File: src/rtl/scan_pkg.sv
package scan_pkg;
  // Strobes from the control to the datapath.
  typedef struct packed {
    logic scanOn;    // scan mode active (timing frozen)
    logic waitLoad;  // scan address held, waiting for load high
    logic capture;   // parallel-load the selected source this edge
    logic shift;     // advance the shift register this edge
  } scanStrobe_t;
endpackage

File: src/rtl/scan_ctrl.sv
module scan_ctrl
  import scan_pkg::*;
#(
  parameter int ADDR_W    = 6,
  parameter int SCAN_BASE = 32,
  parameter int NUM_SRC   = 22,
  parameter int IDX_W     = 5
) (
  input  logic              clk,
  input  logic              rst,
  input  logic              addrValid,
  input  logic [ADDR_W-1:0] addrIn,
  input  logic              loadHigh,
  output scanStrobe_t       strb,
  output logic [IDX_W-1:0]  selIdx
);
  localparam logic [ADDR_W:0] LO_ADDR = (ADDR_W+1)'(SCAN_BASE);
  localparam logic [ADDR_W:0] HI_ADDR = (ADDR_W+1)'(SCAN_BASE + NUM_SRC);

  logic scanOnQ;
  logic waitLoadQ;
  logic isScan;

  always_comb begin
    isScan = ({1'b0, addrIn} >= LO_ADDR) && ({1'b0, addrIn} < HI_ADDR);
  end

  always_ff @(posedge clk or posedge rst) begin
    if (rst) begin
      scanOnQ   <= 1'b0;
      waitLoadQ <= 1'b0;
      selIdx    <= '0;
    end else if (addrValid) begin
      scanOnQ   <= isScan;
      waitLoadQ <= isScan;
      if (isScan) selIdx <= IDX_W'(addrIn - ADDR_W'(SCAN_BASE));
    end else if (waitLoadQ && loadHigh) begin
      waitLoadQ <= 1'b0;
    end
  end

  always_comb begin
    strb.scanOn   = scanOnQ;
    strb.waitLoad = waitLoadQ;
    strb.capture  = scanOnQ && waitLoadQ && loadHigh && !addrValid;
    strb.shift    = scanOnQ && !waitLoadQ && !addrValid;
  end
endmodule

File: src/rtl/scan_dp.sv
module scan_dp
  import scan_pkg::*;
#(
  parameter int DATA_W  = 12,
  parameter int NUM_CFG = 19,
  parameter int NUM_CTR = 3,
  parameter int IDX_W   = 5
) (
  input  logic                        clk,
  input  logic                        rst,
  input  logic [NUM_CFG*DATA_W-1:0]   cfgRegs,
  input  logic [NUM_CTR*DATA_W-1:0]   ctrVals,
  input  logic                        oddEvenIn,
  input  scanStrobe_t                 strb,
  input  logic [IDX_W-1:0]            selIdx,
  output logic                        serialOut
);
  localparam int NUM_SRC  = NUM_CFG + NUM_CTR;
  localparam int NUM_SLOT = 2 ** IDX_W;

  logic [DATA_W-1:0] srcArr [NUM_SLOT];
  logic [DATA_W-1:0] shiftReg;

  for (genvar g = 0; g < NUM_SLOT; g++) begin : g_src
    if (g < NUM_CFG) begin : g_cfg
      assign srcArr[g] = cfgRegs[g*DATA_W +: DATA_W];
    end else if (g < NUM_SRC) begin : g_ctr
      assign srcArr[g] = ctrVals[(g-NUM_CFG)*DATA_W +: DATA_W];
    end else begin : g_none
      assign srcArr[g] = '0;
    end
  end

  // Right shift with sign fill: after the last bit, the MSB repeats.
  always_ff @(posedge clk or posedge rst) begin
    if (rst) begin
      shiftReg <= '0;
    end else if (strb.capture) begin
      shiftReg <= srcArr[selIdx];
    end else if (strb.shift) begin
      shiftReg <= {shiftReg[DATA_W-1], shiftReg[DATA_W-1:1]};
    end
  end

  always_comb begin
    if (!strb.scanOn)       serialOut = oddEvenIn;
    else if (strb.waitLoad) serialOut = 1'b0;
    else                    serialOut = shiftReg[0];
  end
endmodule

File: src/rtl/scan_shift_unit.sv
module scan_shift_unit
  import scan_pkg::*;
#(
  parameter int DATA_W    = 12,
  parameter int NUM_CFG   = 19,
  parameter int NUM_CTR   = 3,
  parameter int ADDR_W    = 6,
  parameter int SCAN_BASE = 32
) (
  input  logic                        clk,
  input  logic                        rst,
  input  logic                        addrValid,
  input  logic [ADDR_W-1:0]           addrIn,
  input  logic                        loadHigh,
  input  logic [NUM_CFG*DATA_W-1:0]   cfgRegs,
  input  logic [NUM_CTR*DATA_W-1:0]   ctrVals,
  input  logic                        oddEvenIn,
  output logic                        timingEn,
  output logic                        serialOut
);
  localparam int NUM_SRC = NUM_CFG + NUM_CTR;
  localparam int IDX_W   = $clog2(NUM_SRC);

  scanStrobe_t      strb;
  logic [IDX_W-1:0] selIdx;

  scan_ctrl #(
    .ADDR_W(ADDR_W), .SCAN_BASE(SCAN_BASE), .NUM_SRC(NUM_SRC), .IDX_W(IDX_W)
  ) ctrl_i (
    .clk(clk), .rst(rst), .addrValid(addrValid), .addrIn(addrIn),
    .loadHigh(loadHigh), .strb(strb), .selIdx(selIdx)
  );

  scan_dp #(
    .DATA_W(DATA_W), .NUM_CFG(NUM_CFG), .NUM_CTR(NUM_CTR), .IDX_W(IDX_W)
  ) dp_i (
    .clk(clk), .rst(rst), .cfgRegs(cfgRegs), .ctrVals(ctrVals),
    .oddEvenIn(oddEvenIn), .strb(strb), .selIdx(selIdx), .serialOut(serialOut)
  );

  assign timingEn = !strb.scanOn;
endmodule

File: config.mk
export PLATFORM = sky130hd
export DESIGN_NAME = scan_shift_unit
export DESIGN_NICKNAME = d
export VERILOG_FILES = /design/src/rtl/scan_pkg.sv /design/src/rtl/scan_ctrl.sv /design/src/rtl/scan_dp.sv /design/src/rtl/scan_shift_unit.sv
export SDC_FILE = /design/constraint.sdc
export NUM_CORES = 1
export LEC_CHECK = 0
export ABC_CLOCK_PERIOD_IN_PS = 3910
export BUFFER_PORTS_ARGS = -buffer_cell sky130_fd_sc_hd__buf_4
export CAP_MARGIN = 15
export CELL_PAD_IN_SITES_DETAIL_PLACEMENT = 0
export CELL_PAD_IN_SITES_GLOBAL_PLACEMENT = 1
export CORE_MARGIN = 2
export CORE_UTILIZATION = 29
export DETAILED_ROUTE_END_ITERATION = 7
export GPL_TIMING_DRIVEN = 1
export MAX_ROUTING_LAYER = met4
export PLACE_DENSITY = 0.95
export SETUP_SLACK_MARGIN = 0.4
export SYNTH_ARGS = -nofsm -noshare
export SYNTH_HDL_FRONTEND = slang
export SYNTH_SLANG_ARGS = --single-unit
File: constraint.sdc
create_clock -name clk -period 3.91 [get_ports clk]
set_input_delay 0.782 -clock clk [delete_from_list [all_inputs] [get_ports clk]]
set_output_delay 0.782 -clock clk [all_outputs]
set_load 0.01 [all_outputs]
# Yosys cells after proc, flatten, opt, wreduce, memory -nomap -nowiden
# Cells that the tools add are included.
# totals
ff_bits	19
inputBits	275
out_inout_bits	2
# op_classes
add_sub_neg	1
n_lt_le_gt_ge	3
muxes	9
bitwise	1
reduce_logical	13
# ops
op	count
$bmux 12 s5	1
$mux 12	3
$ge 6x6->1 const B	2
$mux 11	1
$logic_and 1x1->1	7
$lt 6x6->1 const B	1
$not 5->6	1
$sub 5x1->5 const B	1
$mux 1	4
$reduce_bool 2->1	2
$logic_not 1->1	3
$reduce_and 2->1	1

# Depth between registers and ports, before layout
# Gate-level depths: netlist of the first run.
# logic_depth
depth_word	5
mapped_depth	9
mapped_depth_nobuf	5

# Hierarchy
# Synthesis of the first run repeated with hierarchy kept, for this count alone.
# hier_totals
cells_unflattened	340
hier_area_um2	3236.9
# by_module_without_submodules
module	n_inst	cells_per_inst	area_each_um2	seq_area_each_um2
scan_dp	1	313	2919.0	300.3
scan_ctrl	1	26	314.1	175.2
scan_shift_unit	1	1	3.8	0.0

# Least setup slack after synthesis of the first run
# Ideal clock, no wire load.
# synth_timing
kind	input port to flip-flop
start	in cfgRegs[46]
end	reg dp_i.shiftReg[10]
setup_time_ns	0.126
arrival_time_ns	1.940
t_required_ns	3.784
slack_ns	1.844
path_stages	5
path_buffers	0
path_cell_list	mux4_2 > nor2b_1 > a221oi_1 > o31ai_1 > a221o_1
# synth_between
elab_chain_cells	4
# synth_lines
element	line	text
start: declaration	scan_shift_unit.sv:15	input logic [NUM_CFG*DATA_W-1:0] cfgRegs,
$bmux 12 s5	scan_dp.sv:39	shiftReg <= srcArr[selIdx];
$mux 12 (not written as such) (2 in a row)	scan_dp.sv:39	
$mux 12	scan_dp.sv:38	end else if (strb.capture) begin
end signal: assignment	scan_dp.sv:39	
end signal: assignment	scan_dp.sv:41	shiftReg <= {shiftReg[DATA_W-1], shiftReg[DATA_W-1:1]};
end: declaration	scan_dp.sv:22	logic [DATA_W-1:0] shiftReg;
# Every way passes these cells. The select of a mux whose other input is x is not followed.
# A chain may end at the register's enable or synchronous reset.

# Final worst setup path of the first run
# layout_timing
start	reg ctrl_i.selIdx[0]
end	reg dp_i.shiftReg[10]
# layout_between
elab_chain_cells	5
# layout_lines
element	line	text
start: declaration	scan_ctrl.sv:15	output logic [IDX_W-1:0] selIdx
start signal: assignment	scan_ctrl.sv:36	if (isScan) selIdx <= IDX_W'(addrIn - ADDR_W'(SCAN_BASE));
$not 5->6 (not written as such)	scan_dp.sv:39	
$bmux 12 s5	scan_dp.sv:39	
$mux 12 (not written as such) (2 in a row)	scan_dp.sv:39	
$mux 12	scan_dp.sv:38	
# Every way passes these cells. The select of a mux whose other input is x is not followed.

==> results of run 1 <==
==> kinds of logic (layout without fill, tap and decap cells) <==
group,count (synthesis),in the layout,share of synthesized area
and+or+nand+nor,61,61,0.103
AOI/OAI and AO/OA,74,74,0.178
muxes,110,110,0.499
DFF,19,19,0.150
buffers and inverters,38,293,0.0700
==> worst max-delay path, stage by stage (launching register included) <==
cell and delay (ns):
dfrtp_4 1.08, buf_4 0.45, mux4_2 0.57, o2111a_1 0.24
a221o_1 0.26
==> report_power, final <==
group          switching, mW  leakage, nW  internal (mW)
registers              0.117        0.223          0.256
clock network         0.0754       0.0255         0.0711
logic                  0.351         2.28          0.529
total                  0.543         2.53          0.856
==> worst max-delay path by stage <==
stage / from / end / cells after the start
final: ctrl_i.selIdx[0]$_DFFE_PP0P_ / dp_i.shiftReg[10]$_DFFE_PP0P_ / 4
after global placement: addrValid / dp_i.shiftReg[10]$_DFFE_PP0P_ / 6
after CTS: ctrl_i.selIdx[0]$_DFFE_PP0P_ / dp_i.shiftReg[10]$_DFFE_PP0P_ / 4
after global routing: ctrl_i.selIdx[0]$_DFFE_PP0P_ / dp_i.shiftReg[10]$_DFFE_PP0P_ / 4
after detailed placement: addrValid / dp_i.shiftReg[8]$_DFFE_PP0P_ / 6
after floorplan: cfgRegs[46] / dp_i.shiftReg[10]$_DFFE_PP0P_ / 5
==> final cells by class <==
| cell class | count | share of cell area |
|---|---|---|
| clock buffer | 3 | 0.00778 |
| multi-input combinational | 245 | 0.465 |
| sequential | 19 | 0.0907 |
| tap | 140 | 0.0330 |
| inverter | 8 | 0.00566 |
| clock inverter | 1 | 0.000943 |
| timing repair buffer | 281 | 0.397 |
==> routing by layer <==
metal,track usage,up-vias
li1,-,1768
met1,0.287,1830
met2,0.421,174
met3,0.0289,24
met4,0.0421,0
met5,-,-
==> flip-flops by register name (all words and copies together) (netlist names) <==
| signal | cells |
|---|---|
| ctrl_i.scanOnQ | 1 |
| ctrl_i.selIdx | 5 |
| ctrl_i.waitLoadQ | 1 |
| dp_i.shiftReg | 12 |
==> stage by stage <==
stage / hold slack (ns) / std cells
2_1_floorplan: 0.459 / 302
3_3_place_gp: 0.481 / 693
3_5_place_dp: 0.480 / 693
4_1_cts: 0.499 / 697
5_1_grt: 0.504 / 697
6_report: 0.500 / 697
==> Yosys cell counts (2+ instances only) <==
| cell | instances | area, um^2 |
|---|---|---|
| a211oi_1 | 4 | 30.0 |
| a21oi_1 | 8 | 40.0 |
| a221o_1 | 5 | 50.1 |
| a221oi_1 | 9 | 78.8 |
| a22o_1 | 2 | 17.5 |
| a22oi_1 | 19 | 143 |
| a31oi_1 | 7 | 43.8 |
| a32o_1 | 4 | 40.0 |
| and2_1 | 2 | 12.5 |
| buf_1 | 2 | 7.51 |
| buf_2 | 14 | 70.1 |
| buf_4 | 4 | 30.0 |
| buf_6 | 4 | 45.0 |
| clkbuf_1 | 5 | 18.8 |
| dfrtp_1 | 19 | 475 |
| inv_1 | 8 | 30.0 |
| mux2_2 | 27 | 304 |
| mux2i_1 | 51 | 510 |
| mux4_1 | 12 | 315 |
| mux4_2 | 20 | 450 |
| nand2_1 | 10 | 37.5 |
| nand2b_1 | 6 | 37.5 |
| nand3_1 | 9 | 45.0 |
| nand4_1 | 8 | 50.1 |
| nor2_1 | 5 | 18.8 |
| nor2b_1 | 10 | 62.6 |
| nor3_1 | 9 | 45.0 |
| o21ai_0 | 7 | 35.0 |
==> results.toml, run 1 <==
[cells_and_area]
fillers = 1039
regArea_um2 = 482
syn_to_final_growth_pct = 67.8
antenna_cells = 0
drive_gt1_frac = 0.605
multiInputGateArea_mm2 = 0.00247
utilization = 0.494
final_cell_mix = "buf_4, mux2i_1, mux2_2"
final_area_mm2 = 0.00531
final_net_count = 833
final_common_cell = "buf_4"

[floorplan]
core-area_mm2 = 0.0107
die_h_um = 108
fp.dieW_um = 108
start_util = 0.294
die_area_mm2 = 0.0118
ios = 277
rows = 38

[drt]
dr_wl_met2_um = 7610
routed-wl-met3_um = 872
firstDrtPassIters = 4
avgRoutedWirePerCell_um = 20.5
vias_per_cell = 5.45
wl_met1_um = 5570
routed-via-count = 3796
top_layer = "met4"
antenna_left = 0
post-route-drc-count = 0
drt_wl_total_um = 14300
drt_iter0_drc = 177

[global_route]
grt_max_degree = 69
antenna_found_initial = 0
grt_pass1_vias = 3979
groute.usage.overall = 0.235
grt.overflow.total = 0
grt_pass1_wl_um = 20600

[clock_network]
clkLatencyLatePin_ns = 0.26
holdBufCountCts = 0
cts_setup_buffers = 0
cts_buffer_depth = 2
cts-resized-gates = 0
cts_sinks = 19
cts_tree = "yes"
htreeDepth = 1
path_clk_slew_ns = 0.08
cts_made_buffers = 3
clockRootBuffer = "clkbuf_8"

[sta]
min_period_over_period = 0.717
period_minus_slack_ns = 2.80
setup_slack_ns = 1.11
max_freq_mhz = 357
worstMarginPinSlew_ns = 1.05
setup_violations = 0
maxSlewViolCount = 0
fin_skew_ns = 0.00511
rsz0062_at_grt = "no"
hold_viol = 0
relSlewSlack = 0.302
tns_ns = 0

[min_path]
hp-start = "dp_i.shiftReg[5]$_DFFE_PP0P_"
hp-class = "register to register"
hold_depth = 1
whs_endpoint = "dp_i.shiftReg[5]$_DFFE_PP0P_"

[placed_design]
pre_cts_ws_ns = 1.13
hpwl_um = 12000
port_buffers = 276
postPlaceCellArea_mm2 = 0.00526
gp_congestion = 0.892

[logic_synthesis]
synth_edf_count = 0
yosys_warnings = 0
synthArstFlopShare = 1.00
ys_ff_latch = 19
yosysSeqAreaShare = 0.150
netlist_instances = 302
synth-main-ff-cell = "dfrtp_1"
synth_area_mm2 = 0.00316
syn_area_per_cell_um2 = 10.5
syn-num-nets = 577
yosysUniqueCellTypes = 40

[setup_path]
endpoint_kind = "register"
timing.reg2reg.setup_slack_ns = 1.11
ff2ff_path_depth = 4
timing.rr.end = "dp_i.shiftReg[10]$_DFFE_PP0P_"
required_ns = 4.06
cp_data_arrival_time_ns = 2.95
crit_fanout = 68
critPathLaunchType = "register"
reg2reg_from = "ctrl_i.selIdx[0]$_DFFE_PP0P_"
worstSetupPathType = "register to register"

[run]
drv_cap = 0

[power]
total_power_mw = 1.40
power_density_mw_per_mm2 = 263
ir_worst_vdd_uv = 124
leakagePower_nw = 2.53

[run_status]
status = "completed"
Power figures use the tool's default switching activity.
==> run 2: changes to the inputs <==
--- a/config.mk
+++ b/config.mk
@@ -5,17 +5,17 @@
 export SDC_FILE = /design/constraint.sdc
 export NUM_CORES = 1
 export LEC_CHECK = 0
-export ABC_CLOCK_PERIOD_IN_PS = 3910
+export ABC_CLOCK_PERIOD_IN_PS = 2300
 export BUFFER_PORTS_ARGS = -buffer_cell sky130_fd_sc_hd__buf_4
 export CAP_MARGIN = 15
 export CELL_PAD_IN_SITES_DETAIL_PLACEMENT = 0
 export CELL_PAD_IN_SITES_GLOBAL_PLACEMENT = 1
 export CORE_MARGIN = 2
-export CORE_UTILIZATION = 29
+export CORE_UTILIZATION = 24
 export DETAILED_ROUTE_END_ITERATION = 7
 export GPL_TIMING_DRIVEN = 1
 export MAX_ROUTING_LAYER = met4
-export PLACE_DENSITY = 0.95
+export PLACE_DENSITY = 0.87
 export SETUP_SLACK_MARGIN = 0.4
 export SYNTH_ARGS = -nofsm -noshare
 export SYNTH_HDL_FRONTEND = slang
==> constraint.sdc (replaced) <==
create_clock -name clk -period 2.3 [get_ports clk]
set_input_delay 0.46 -clock clk [delete_from_list [all_inputs] [get_ports clk]]
set_output_delay 0.46 -clock clk [all_outputs]
set_load 0.01 [all_outputs]
==> run 2 against run 1 <==
Net effect: fmax is 37% higher; clock power is 140% higher; combinational power is 120% higher; die area is 20% higher; routed wire length is 12% higher; final cell count is 9.2% higher; register-to-register slack worse by 0.85 ns; clock skew is 0.0018 ns lower; critical path depth is 2 higher; sequential power is 35% higher; count of clock-buffer cells in the layout stayed put; core utilization is 3.6 points lower; critical path type unchanged; largest cell class unchanged; largest power group unchanged.
==> results.toml, run 2 (synthesis results as in run 1) <==
[setup_path]
critPathBufInv = 2
required_ns = 2.42
slowest_delay_ns = 0.50
path_cells = "buf_12, buf_4, mux4_2, a221o_1, a221oi_2, a211oi_1"
critPathLaunchType = "register"
path_delay_family = "compound AO/OA/AOI/OAI gates"
crit_slowest_cell = "mux4_2"
endpoint_kind = "register"
worstSetupPathType = "register to register"
crit_fanout = 11
cp_data_arrival_time_ns = 2.16

[cells_and_area]
final_area_mm2 = 0.00583
regArea_um2 = 482
largest_register_ffs = 12
final_net_count = 864
fillers = 1257
final_cell_mix = "buf_4, mux2i_1, mux2_2"
drive_gt1_frac = 0.656
final_common_cell = "buf_4"
multiInputGateArea_mm2 = 0.00255
largestRegisters = "dp_i.shiftReg (12), ctrl_i.selIdx (5)"
syn_to_final_growth_pct = 84.1
top_register = "dp_i.shiftReg"

[sta]
hold_viol = 0
fin_skew_ns = 0.00327
maxSlewViolCount = 0
tns_ns = 0
rsz0062_at_grt = "yes"
setup_violations = 0
min_period_over_period = 0.887
relSlewSlack = 0.496
period_minus_slack_ns = 2.04
worstMarginPinSlew_ns = 0.755
max_freq_mhz = 490

[global_route]
grt.overflow.total = 0
grt_pass1_vias = 4418
groute.usage.overall = 0.227
grt_max_degree = 33
grt_pass1_wl_um = 24400
antenna_found_initial = 1

[clock_network]
path_clk_slew_ns = 0.06
clockRootBuffer = "clkbuf_16"
cts_made_buffers = 3
cts_tree = "yes"
clkLatencyLatePin_ns = 0.25
htreeDepth = 1
holdBufCountCts = 0
cts_sinks = 19
cts_buffer_depth = 2

[drt]
firstDrtPassIters = 5
post-route-drc-count = 0
antenna_left = 0
drt_iter0_drc = 255
vias_per_cell = 5.18
drt_wl_total_um = 16100
avgRoutedWirePerCell_um = 21.1
routed-via-count = 3939

[power]
power_density_mw_per_mm2 = 482
clockPowerShare = 0.128
comb_power_share = 0.693
seqPwrFrac = 0.179
leakagePower_nw = 2.77
p_int_mw = 1.79
swShare = 0.363
netSwitchingPower_mw = 1.02
ir_worst_vdd_uv = 225

[placed_design]
hpwl_um = 13600
postPlaceCellArea_mm2 = 0.00545
gp_congestion = 0.924
port_buffers = 276

[floorplan]
core-area_mm2 = 0.0127
start_util = 0.249
die_area_mm2 = 0.0141
die_h_um = 119
fp.dieW_um = 119
ios = 277
rows = 41

[run]
drv_cap = 0

[min_path]
hp-class = "input port to asynchronous set/reset pin"

[run_status]
status = "completed"
[run 2: changes by cell type in the layout (fill, tap and decap cells not counted), moves of 3 or more]
cell | before | now
buf_12 | 0 | 3
a221oi_1 | 9 | 1
buf_4 | 281 | 302
buf_16 | 0 | 3
buf_6 | 0 | 3
a22oi_1 | 19 | 15
a22oi_2 | 0 | 4
clkbuf_8 | 3 | 0
a221oi_2 | 1 | 9
clkbuf_16 | 0 | 4
[run 2: area by class of cell]
class,instances,share of cell area
repair buffers,312,0.424
well taps,172,0.0369
diodes,1,0.000429
inverters,8,0.00515
clock buffers,3,0.0129
clock inverters,1,0.000859
multi-input cells,245,0.437
flip-flops and latches,19,0.0827
[run 2: worst reg2reg max path, stage by stage, from the launching register on]
cell and delay (ns):
dfrtp_4 0.47, buf_12 0.16, buf_4 0.14, mux4_2 0.50, a221o_1 0.38, a221oi_2 0.18, a211oi_1 0.07
[run 2: metal layers]
metal,share of wire,GRT usage,up-vias,routed length (um)
li1,-,-,1825,-
met1,0.38,0.259,1919,6040
met2,0.54,0.415,173,8720
met3,0.060,0.0388,22,971
met4,0.022,0.0528,0,346
met5,0,-,-,0
[run 2: path summary, 6_finish.rpt]
kind / slack (ns) / start / cells past startpoint / endpoint
setup / recovery: 0.26 / ctrl_i.selIdx[0]$_DFFE_PP0P_ / 6 / dp_i.shiftReg[3]$_DFFE_PP0P_
hold / removal: 0.35 / rst / 2 / ctrl_i.scanOnQ$_DFFE_PP0P_
setup reg to reg: 0.26 / ctrl_i.selIdx[0]$_DFFE_PP0P_ / 6 / dp_i.shiftReg[3]$_DFFE_PP0P_
hold reg to reg: 0.49 / dp_i.shiftReg[5]$_DFFE_PP0P_ / 1 / dp_i.shiftReg[5]$_DFFE_PP0P_
max in group asynchronous: 1.40 / rst / 2 / ctrl_i.selIdx[0]$_DFFE_PP0P_
min in group clk: 0.44 / addrValid / 2 / ctrl_i.waitLoadQ$_DFFE_PP0P_
[run 2: power groups by stage]
stage	logic (mW)	clock network (mW)	registers, mW
final	1.95	0.359	0.503
after global routing	2.07	0.380	0.514
after CTS	1.90	0.365	0.501
after detailed placement	1.70	0	0.525
after global placement	1.67	0	0.523
after floorplan	1.08	0	0.477
[run 2: what timing repair did]
action	CTS	global route
buffers inserted	12	1
endpoints found under the setup margin	12	12
resized for setup	20	5
gates cloned	2	1
pin swaps	9	5
[run 2: metrics by stage]
| stage | worst slack, ns | instances | hold WS (ns) | power (mW) | util |
|---|---|---|---|---|---|
| floorplan | 0.393 | 302 | 0.411 | 1.56 | - |
| global placement | 0.154 | 740 | 0.483 | 2.19 | 0.429 |
| detailed placement | 0.0855 | 740 | 0.484 | 2.22 | 0.429 |
| CTS | 0.264 | 758 | 0.381 | 2.77 | 0.453 |
| global route | 0.216 | 761 | 0.414 | 2.97 | 0.458 |
| finish | 0.261 | 761 | 0.352 | 2.81 | 0.458 |
==> run 3: changes to the inputs <==
--- a/config.mk
+++ b/config.mk
@@ -5,17 +5,18 @@
 export SDC_FILE = /design/constraint.sdc
 export NUM_CORES = 1
 export LEC_CHECK = 0
+export ABC_AREA = 1
 export ABC_CLOCK_PERIOD_IN_PS = 2300
 export BUFFER_PORTS_ARGS = -buffer_cell sky130_fd_sc_hd__buf_4
 export CAP_MARGIN = 15
 export CELL_PAD_IN_SITES_DETAIL_PLACEMENT = 0
 export CELL_PAD_IN_SITES_GLOBAL_PLACEMENT = 1
 export CORE_MARGIN = 2
-export CORE_UTILIZATION = 24
+export CORE_UTILIZATION = 22
 export DETAILED_ROUTE_END_ITERATION = 7
 export GPL_TIMING_DRIVEN = 1
 export MAX_ROUTING_LAYER = met4
-export PLACE_DENSITY = 0.87
+export PLACE_DENSITY = 0.88
 export SETUP_SLACK_MARGIN = 0.4
 export SYNTH_ARGS = -nofsm -noshare
 export SYNTH_HDL_FRONTEND = slang
==> run 3 against run 2 <==
Net effect: core utilization decreased by 8.8 points; combinational power down 2%; largest cell class unchanged; power fell by 1.2%; non-clock buffer count decreased by 21; setup slack better by 0.18 ns; global-route usage is 2.2 points lower; critical path type unchanged; sequential cell count unchanged; die area is 20% higher; synthesized cell count rose by 130%.
==> results.toml, run 3 <==
[clock_network]
cts_sinks = 19
holdBufCountCts = 0
htreeDepth = 1
cts_buffer_depth = 2
cts_tree = "yes"
path_clk_slew_ns = 0.06
clockRootBuffer = "clkbuf_16"
cts_made_buffers = 3
clkLatencyLatePin_ns = 0.25

[setup_path]
critPathLaunchType = "register"
timing.reg2reg.setup_slack_ns = 0.44
cp_data_arrival_time_ns = 2.05
crit_fanout = 23
ff2ff_path_depth = 10
required_ns = 2.49
worstSetupPathType = "register to register"
endpoint_kind = "register"

[logic_synthesis]
synthAdderAreaFrac = 0
synth_simple_gate_area_frac = 0.432
yosys-top-cells-count = "nor2_1, nand2_1, o21ai_0, nand3_1, o211ai_1"
synth-xor-area-share = 0
synth_top_family_by_area = "simple AND/OR/NAND/NOR gates"
ys_ff_latch = 19
synth_top_area_share = 0.219
yosysUniqueCellTypes = 29
synth_area_mm2 = 0.00351
syn-num-nets = 958
synth_edf_count = 0
synthArstFlopShare = 1.00
yosys.area.top_type = "nor2_1"
post-synth-top-count-cell = "nor2_1"
synth-compound-area-share = 0.303
netlist_instances = 683
ys_top_cells_by_area = "nor2_1, nand2_1, o21ai_0"
yosys_warnings = 0
yosysSeqAreaShare = 0.135
synth-main-ff-cell = "dfrtp_1"
syn_area_per_cell_um2 = 5.14
synthMuxAreaShare = 0.00285

[placed_design]
port_buffers = 276
hpwl_um = 14600
gp_congestion = 0.818

[power]
comb_power_share = 0.687
leakagePower_nw = 2.93
ir_worst_vdd_uv = 296
netSwitchingPower_mw = 1.29
p_int_mw = 1.49
swShare = 0.463
seqPwrFrac = 0.183
power_density_mw_per_mm2 = 476
total_power_mw = 2.78
clockPowerShare = 0.131

[sta]
fin_skew_ns = 0.00637
hold_viol = 0
worstMarginPinSlew_ns = 0.793
maxSlewViolCount = 0
min_period_over_period = 0.807
max_freq_mhz = 539
period_minus_slack_ns = 1.86
relSlewSlack = 0.471
tns_ns = 0
setup_violations = 0
rsz0062_at_grt = "yes"

[drt]
avgRoutedWirePerCell_um = 16.4
drt_iter0_drc = 336
antenna_left = 0
post-route-drc-count = 0
vias_per_cell = 4.68
routed-via-count = 5321
drt_wl_total_um = 18600
firstDrtPassIters = 5

[floorplan]
start_util = 0.223
rows = 46
ios = 277
die_area_mm2 = 0.0170
fp.dieW_um = 130
core-area_mm2 = 0.0158
die_h_um = 130

[run]
drv_cap = 0

[global_route]
grt_pass1_vias = 4917
antenna_found_initial = 1
grt.overflow.total = 0
groute.usage.overall = 0.205
grt_max_degree = 77
grt_pass1_wl_um = 26300

[cells_and_area]
final_common_cell = "buf_4"
fillers = 1821
final_net_count = 1197
syn_to_final_growth_pct = 66.0
drive_gt1_frac = 0.334
largestRegisters = "dp_i.shiftReg (12), ctrl_i.selIdx (5)"
top_register = "dp_i.shiftReg"
largest_register_ffs = 12
final_cell_mix = "buf_4, nor2_1, nand2_1"

[run_status]
status = "completed"

[min_path]
hp-class = "input port to asynchronous set/reset pin"
==> run 3: cell types whose count changed after synthesis, moves of 18 or more <==
| cell | before | now |
|---|---|---|
| o21ai_0 | 7 | 105 |
| nor2_1 | 5 | 205 |
| inv_1 | 8 | 26 |
| o211ai_1 | 0 | 28 |
| mux2_2 | 27 | 0 |
| nand2_1 | 10 | 144 |
| mux4_2 | 20 | 0 |
| mux2i_1 | 51 | 1 |
| nand3_1 | 9 | 32 |
| a22oi_1 | 19 | 0 |
==> run 3: cell families (layout without fill, tap and decap cells) <==
group,Yosys count,in the layout
AOI/OAI and AO/OA,190,190
buffers and inverters,85,323
DFF,19,19
muxes,1,1
other,0,1
and+or+nand+nor,388,388
==> run 3: routing by layer <==
layer / part of all wire / global-route usage
met2: 0.47 / 0.350
met3: 0.082 / 0.0373
met4: 0.011 / 0.0294
met5: 0 / -
met1: 0.43 / 0.261
==> run 3: area by class of cell <==
cell class	count	area [um^2]	share of cell area
clock buffers	3	75.1	0.0129
clock inverters	1	5.00	0.000858
diodes	1	2.50	0.000429
inverters	28	110	0.0189
repair buffers	291	2280	0.392
multi-input cells	579	2600	0.446
flip-flops and latches	19	482	0.0826
well taps	216	270	0.0464
==> run 3: power by group through the flow <==
stage	clock [mW]	combinational, mW	sequential (mW)
floorplan	0	1.18	0.468
global placement	0	1.88	0.509
detailed placement	0	1.88	0.509
CTS	0.369	1.89	0.504
global route	0.383	2.12	0.518
finish	0.362	1.91	0.507
==> run 3: critical path: stages (launching register included) <==
cell	delay, ns
dfrtp_4	0.52
inv_6	0.20
buf_4	0.24
nor2_1	0.06
o211ai_1	0.30
nand2_1	0.12
nand2_1	0.07
nand3_1	0.10
nand2_1	0.07
nand2_1	0.05
nand2_1	0.06
==> run 3: metrics by stage <==
step	hold slack, ns	instance area [um^2]	cells	utilization	worst slack, ns
floorplan	0.411	3510	683	-	0.852
global placement	0.464	5700	1132	0.362	0.413
detailed placement	0.466	5700	1132	0.362	0.407
CTS	0.393	5780	1136	0.367	0.405
global route	0.424	5830	1138	0.370	0.346
finish	0.362	5830	1138	0.370	0.445
==> run 3: path summary, 6_finish.rpt <==
path | from | end
worst max register to register | ctrl_i.selIdx[0]$_DFFE_PP0P_ | dp_i.shiftReg[7]$_DFFE_PP0P_
worst min-delay path | rst | dp_i.shiftReg[0]$_DFFE_PP0P_
worst max-delay path | ctrl_i.selIdx[0]$_DFFE_PP0P_ | dp_i.shiftReg[7]$_DFFE_PP0P_
worst min register to register | dp_i.shiftReg[9]$_DFFE_PP0P_ | dp_i.shiftReg[9]$_DFFE_PP0P_
min in group clk | addrValid | ctrl_i.waitLoadQ$_DFFE_PP0P_
max in group asynchronous | rst | ctrl_i.selIdx[0]$_DFFE_PP0P_
==> run 3: repair_timing <==
action | 4_1_cts | 5_1_grt
cloned | 0 | 1
buffers inserted | 0 | 0
gates resized for setup | 1 | 5
pin swaps | 0 | 2
endpoints found under the setup margin | 1 | 12
